`src/rtl/ctl_regbank.sv`:
```
module ctl_regbank #(
  parameter logic [7:0] ID_CODE = 8'hC1
) (
  input  logic       clk,
  input  logic       rst_n,
  input  logic       txn_start,
  input  logic       wr_valid,
  input  logic [7:0] wr_byte,
  input  logic       rd_strobe,
  output logic [7:0] rd_data,
  output logic [7:0] pwr_q,
  output logic [7:0] mode_q,
  output logic [7:0] path_q,
  output logic [7:0] ramp_q,
  output logic [7:0] mute_q,
  output logic [7:0] vol_a_q,
  output logic [7:0] vol_b_q
);
  localparam int FIRST = 2;
  localparam int LAST  = 8;

  function automatic logic [7:0] wmask(int a);
    case (a)
      2:       return 8'hA3;
      3:       return 8'h3F;
      4:       return 8'hF9;
      6:       return 8'h3F;
      default: return 8'hFF;
    endcase
  endfunction

  function automatic logic [7:0] rstval(int a);
    case (a)
      3:       return 8'h30;
      5:       return 8'h60;
      6:       return 8'h20;
      default: return 8'h00;
    endcase
  endfunction

  logic       expect_ptr;
  logic       ptr_inc;
  logic [6:0] ptr_idx;
  logic [7:0] bank [FIRST:LAST];

  wire ptr_load = wr_valid && (txn_start || expect_ptr);
  wire data_wr  = wr_valid && !ptr_load;
  wire data_rd  = rd_strobe && !wr_valid;
  wire step     = ptr_inc && (data_wr || data_rd);

  always_ff @(posedge clk) begin
    if (!rst_n) begin
      expect_ptr <= 1'b1;
      ptr_inc    <= 1'b0;
      ptr_idx    <= '0;
    end else begin
      if (ptr_load)       expect_ptr <= 1'b0;
      else if (txn_start) expect_ptr <= 1'b1;
      if (ptr_load)  {ptr_inc, ptr_idx} <= wr_byte;
      else if (step) ptr_idx <= ptr_idx + 7'd1;
    end
  end

  for (genvar a = FIRST; a <= LAST; a++) begin : g_reg
    always_ff @(posedge clk) begin
      if (!rst_n)
        bank[a] <= rstval(a);
      else if (data_wr && ptr_idx == 7'(a))
        bank[a] <= wr_byte & wmask(a);
    end
  end

  always_comb begin
    rd_data = 8'h00;
    if (ptr_idx == 7'd1) rd_data = ID_CODE;
    for (int a = FIRST; a <= LAST; a++)
      if (ptr_idx == 7'(a)) rd_data = bank[a];
  end

  assign pwr_q   = bank[2];
  assign mode_q  = bank[3];
  assign path_q  = bank[4];
  assign ramp_q  = bank[5];
  assign mute_q  = bank[6];
  assign vol_a_q = bank[7];
  assign vol_b_q = bank[8];
endmodule


```
`config.mk`:
```
export PLATFORM = sky130hd
export DESIGN_NAME = ctl_regbank
export DESIGN_NICKNAME = d
export VERILOG_FILES = /design/src/rtl/ctl_regbank.sv
export SDC_FILE = /design/constraint.sdc
export NUM_CORES = 1
export LEC_CHECK = 0
export ABC_AREA = 1
export BUFFER_PORTS_ARGS = -buffer_cell sky130_fd_sc_hd__buf_4
export CAP_MARGIN = 20
export CORE_ASPECT_RATIO = 0.8
export CORE_MARGIN = 3
export CORE_UTILIZATION = 57
export DETAILED_ROUTE_END_ITERATION = 8
export GPL_TIMING_DRIVEN = 1
export HOLD_SLACK_MARGIN = 0.02
export PLACE_DENSITY = 0.94
export SLEW_MARGIN = 20
export SYNTH_ARGS = -nofsm -noshare
export SYNTH_HDL_FRONTEND = slang
export SYNTH_SLANG_ARGS = --single-unit
```
`constraint.sdc`:
```
create_clock -name clk -period 5.35 [get_ports clk]
set_input_delay 1.605 -clock clk [delete_from_list [all_inputs] [get_ports clk]]
set_output_delay 1.605 -clock clk [all_outputs]
set_load 0.05 [all_outputs]
```
# After elaboration in Yosys (flattened, before gate mapping)
# Memories as Yosys holds them, arrays and structs flattened.
# Index checks and enable logic that the tools add are counted.
[word_totals] out_inout_bits=64 input_bits=13 elab_cells=78 ram_bits=56 reg_bits=9 memories=1
[op_classes] mux=41 n_reduce_logical=17 n_eq_ne=8 bitwise_logic=7 addsub=1
[memory_table] memory="bank" depth=7 width=8 read_ports=7 rd_ports_with_merged_regs=0 wr=7 line="44" rtl="logic [7:0] bank [FIRST:LAST];"
[op_table] operator="two-way mux 8 bit" count=15
[op_table] operator="== test 7 x 3 -> 1 bit, second input constant" count=4
[op_table] operator="two-way mux 1 bit" count=24
[op_table] operator="== test 7 x 2 -> 1 bit, second input constant" count=2
[op_table] operator="two-way mux 7 bit" count=2
[op_table] operator="logical AND 1 bit" count=11
[op_table] operator="adder 7 x 1 -> 7 bit, second input constant" count=1
[op_table] operator="== test 7 x 1 -> 1 bit, second input constant" count=1
[op_table] operator="== test 7 x 4 -> 1 bit, second input constant" count=1
[op_table] operator="bitwise OR 1 bit" count=7
[op_table] operator="nonzero test 2 bit" count=2
[op_table] operator="logical NOT 1 bit" count=2
[op_table] operator="logical OR 1 bit" count=2

# Logic depth before layout (Yosys ltp)
[depth] depth_word=9 depth_mapped=11 ltp_nobuf=11

# Least setup slack after synthesis
# OpenSTA, ideal clock, no wires.
[synth_path] path_type="register to output" start="register ptr_idx[1]" end="output port rd_data[6]" stages_incl_launch_ff=11 arrival_time_ns=1.923 setup_slack_ns=1.822 path_cell_list="dfxtp_1 -> inv_1 -> ha_1 -> nand3_1 -> nor2_4 -> buf_6 -> inv_1 -> nor2_1 -> nor2_1 -> nand2_1 -> a21oi_1"
[synth_between] elab_chain_cells=9 word_cells_on_any_way=16 cone_classes="8 x eq/ne; 8 x mux"
[synth_rtl] item="from (decl)" line="43" rtl="logic [6:0] ptr_idx;"
[synth_rtl] item="from (signal assigned)" line="59" rtl="if (ptr_load) {ptr_inc, ptr_idx} <= wr_byte;"
[synth_rtl] item="from (signal assigned)" line="60" rtl="else if (step) ptr_idx <= ptr_idx + 7'd1;"
[synth_rtl] item="== test 7 x 1 -> 1 bit" line="75" rtl="if (ptr_idx == 7'd1) rd_data = ID_CODE;"
[synth_rtl] item="two-way mux 8 bit" line="75"
[synth_rtl] item="two-way mux 8 bit (6 in a row)" line="77" rtl="if (ptr_idx == 7'(a)) rd_data = bank[a];"
[synth_rtl] item="two-way mux 8 bit *" line="77"
[synth_rtl] item="to (decl)" line="10" rtl="output logic [7:0] rd_data,"
# Every way passes the cells marked *; elsewhere a longest branch is shown, timed or not.

# Worst setup path after layout
[layout_path] start="register ptr_idx[0]" end="output port rd_data[0]"
# Same word-level chain as after synthesis.

==> flow_summary.ini <==
[yosys]
yosysSeqAreaShare_pct = 53.4
synthXorXnorAreaFrac_pct = 0.899
synth_top_cell_area_share_pct = 47.3
avgSynthCellArea_um2 = 8.75
synth_top_family_by_area = simple AND/OR/NAND/NOR gates
synth_fa_ha_area_share_pct = 1.71
synth-compound-area-share_pct = 4.37
synth_ff_type = edfxtp_1
synth_top_area_cell = edfxtp_1
ys_warn_count = 0
muxShareOfSynthArea_pct = 0
ys_types = 30
ys_async_sr_fraction_pct = 0
ys_ff_latch = 55
synthCells = 334
yosys-top-cells-area = edfxtp_1, nand2_1, nor2_1, dfxtp_1, nand3_1
synthesis.area_mm2 = 0.00292
synthSimpleGateAreaFrac_pct = 31.3
synth_edf_count = 46

[setup_path]
crit_buf_inv = 2
path_cells = ha_1 -> nand2_1 -> nor2_2 -> inv_1 -> o21ai_0 -> nor2_1 -> nand2_1 -> nand2_1 -> buf_4
cp_slowest_cell = dfxtp_1
critPathKind = register to primary output
timing.critical_path.fanout_max = 11
critPathLaunchType = register
critPathArrivalTime_ns = 2.38
cp_common_cell = nand2_1
max_stage_delay_ns = 0.43
required_ns = 3.74
end_kind = primary output
path_delay_family = simple AND/OR/NAND/NOR gates

[timing]
hold_viol_final = 0
max_freq_mhz = 251
rsz0062_at_grt = false
post-route-period-util_pct = 74.6
skew_ns = 0.00908
final_max_slew_viol_count = 0
relSlewSlack_pct = 43.1
fin_setup_tns_ns = 0
hold_ws_ns = 0.472
finalSetupViolCount = 0
fin_ws_ns = 1.36
worstMarginPinSlew_ns = 0.850
period_needed_ns = 3.99

[job]
maxCapViolations = 0

[final_layout]
syn_to_final_growth_pct = 20.5
most-common-layout-cells = nand2_1, nor2_1, buf_4, edfxtp_1, inv_1
design_area_mm2 = 0.00352
fillers = 364
fin_nets = 417
post-route-util_pct = 73.9
num_antenna_cells = 0
mostFrequentLayoutCell = nand2_1
drive_gt1_share_pct = 23.9

[clock_tree]
root_buffer = clkbuf_8
cts_resized = 0
htreeDepth = 2
cts_hold_buf = 0
cts_tree = done
post_cts_buffers = 0
clk_pin_slew_ns = 0.10
numCtsBuffers = 5
clock-sinks = 55
clock_latency_ns = 0.32
clockBufferDepth = 2

[detailed_routing]
first_pass_iters = 5
drtIter0Drc = 335
drc = 0
ant_nets = 0
wl_um = 7870
wl_per_cell_um = 17.1
vias = 2644
routed_via_density = 5.74

[die]
die_h_um = 70.1
coreArea_mm2 = 0.00476
start_util_pct = 61.4
pin_count = 77
rows = 22
dieArea_mm2 = 0.00603
die_x_um = 86.1

[global_route]
grt_util_all_layers_pct = 27.0
grt_pass1_vias = 2490
antenna_found_initial = 0
grt_pass1_wl_um = 12600
grt_overflow = 0
grt_max_degree = 18

[power_and_ir_drop]
p_per_area_mw_per_mm2 = 276
vdd_drop_max_mv = 0.236
p_leak_nw = 1.54

[placed_design]
placed_area_mm2 = 0.00341
hpwl_um = 6020
port_buffers = 66
detailedPlace.worstSlack_ns = 1.78
place.gp.congestion = 0.961

[status]
status = finished, final reports clean

[worst_hold_path]
worstHoldPathType = register to register
==> metrics by stage <==
step	std cells	total power [mW]
2_1_floorplan	343	0.648
3_3_place_gp	453	0.697
3_5_place_dp	453	0.699
4_1_cts	461	0.965
5_1_grt	461	1.00
6_report	461	0.972
==> sequential cells by signal, summed over array words and instances (netlist names) <==
signal / flops
bank: 46
expect_ptr: 1
ptr_idx: 7
ptr_inc: 1
==> kinds of logic (layout without fill, tap and decap cells) <==
family,Yosys count,in the layout
AND/OR/NAND/NOR,199,199
flip-flops,55,55
buffers and inverters,48,106
AO/OA/AOI/OAI,24,24
adder cells (fa/ha/maj),4,4
XOR/XNOR,3,3
other,1,10
==> routing by layer <==
layer / part of all wire, % / GRT usage [%] / up-vias
li1: - / - / 1200
met4: 1.4 / 6.68 / 0
met2: 45 / 40.0 / 203
met3: 14 / 6.84 / 17
met5: 0 / 0 / -
met1: 40 / 39.4 / 1224
==> cell usage after synthesis (2+ instances only) <==
cell / number
a21oi_1: 12
a31oi_1: 4
buf_4: 13
dfxtp_1: 9
edfxtp_1: 46
ha_1: 4
inv_1: 27
inv_2: 5
nand2_1: 78
nand2_2: 3
nand3_1: 25
nand3b_1: 2
nand4_1: 2
nor2_1: 68
nor2_2: 4
nor2_4: 7
nor3_1: 2
o21ai_0: 7
or2_0: 3
xor2_1: 3
==> worst paths after layout <==
kind / start / to / slack, ns / depth (start not counted)
setup / recovery: ptr_idx[0]$_SDFFE_PN0P_ / rd_data[0] / 1.36 / 9
hold reg to reg: ptr_inc$_SDFFE_PN0P_ / ptr_inc$_SDFFE_PN0P_ / 0.47 / 2
setup reg to reg: ptr_idx[0]$_SDFFE_PN0P_ / bank[8][0]$_SDFFCE_PN0P_ / 3.20 / 6
hold / removal: ptr_inc$_SDFFE_PN0P_ / ptr_inc$_SDFFE_PN0P_ / 0.47 / 2
==> report_power, final <==
group	switching [mW]	leakage [nW]	internal, mW	total [mW]
registers	0.0142	0.531	0.479	0.493
logic	0.151	0.957	0.0483	0.199
clock network	0.140	0.0562	0.140	0.280
total	0.305	1.54	0.667	0.972
==> tightest hold or removal path, stage by stage (launching register included) <==
cell and delay, ns:
dfxtp_1 0.31, inv_1 0.07, a21oi_1 0.06
==> area by class of cell <==
class | count | area (um^2) | area share (%)
inverter | 32 | 120 | 3.41
clock buffer | 5 | 68.8 | 1.95
sequential | 55 | 1560 | 44.3
multi-input combinational | 240 | 1160 | 32.9
tap | 60 | 75.1 | 2.13
timing repair buffer | 66 | 495 | 14.1
clock inverter | 3 | 42.5 | 1.21
(Power assumes the default switching activity.)
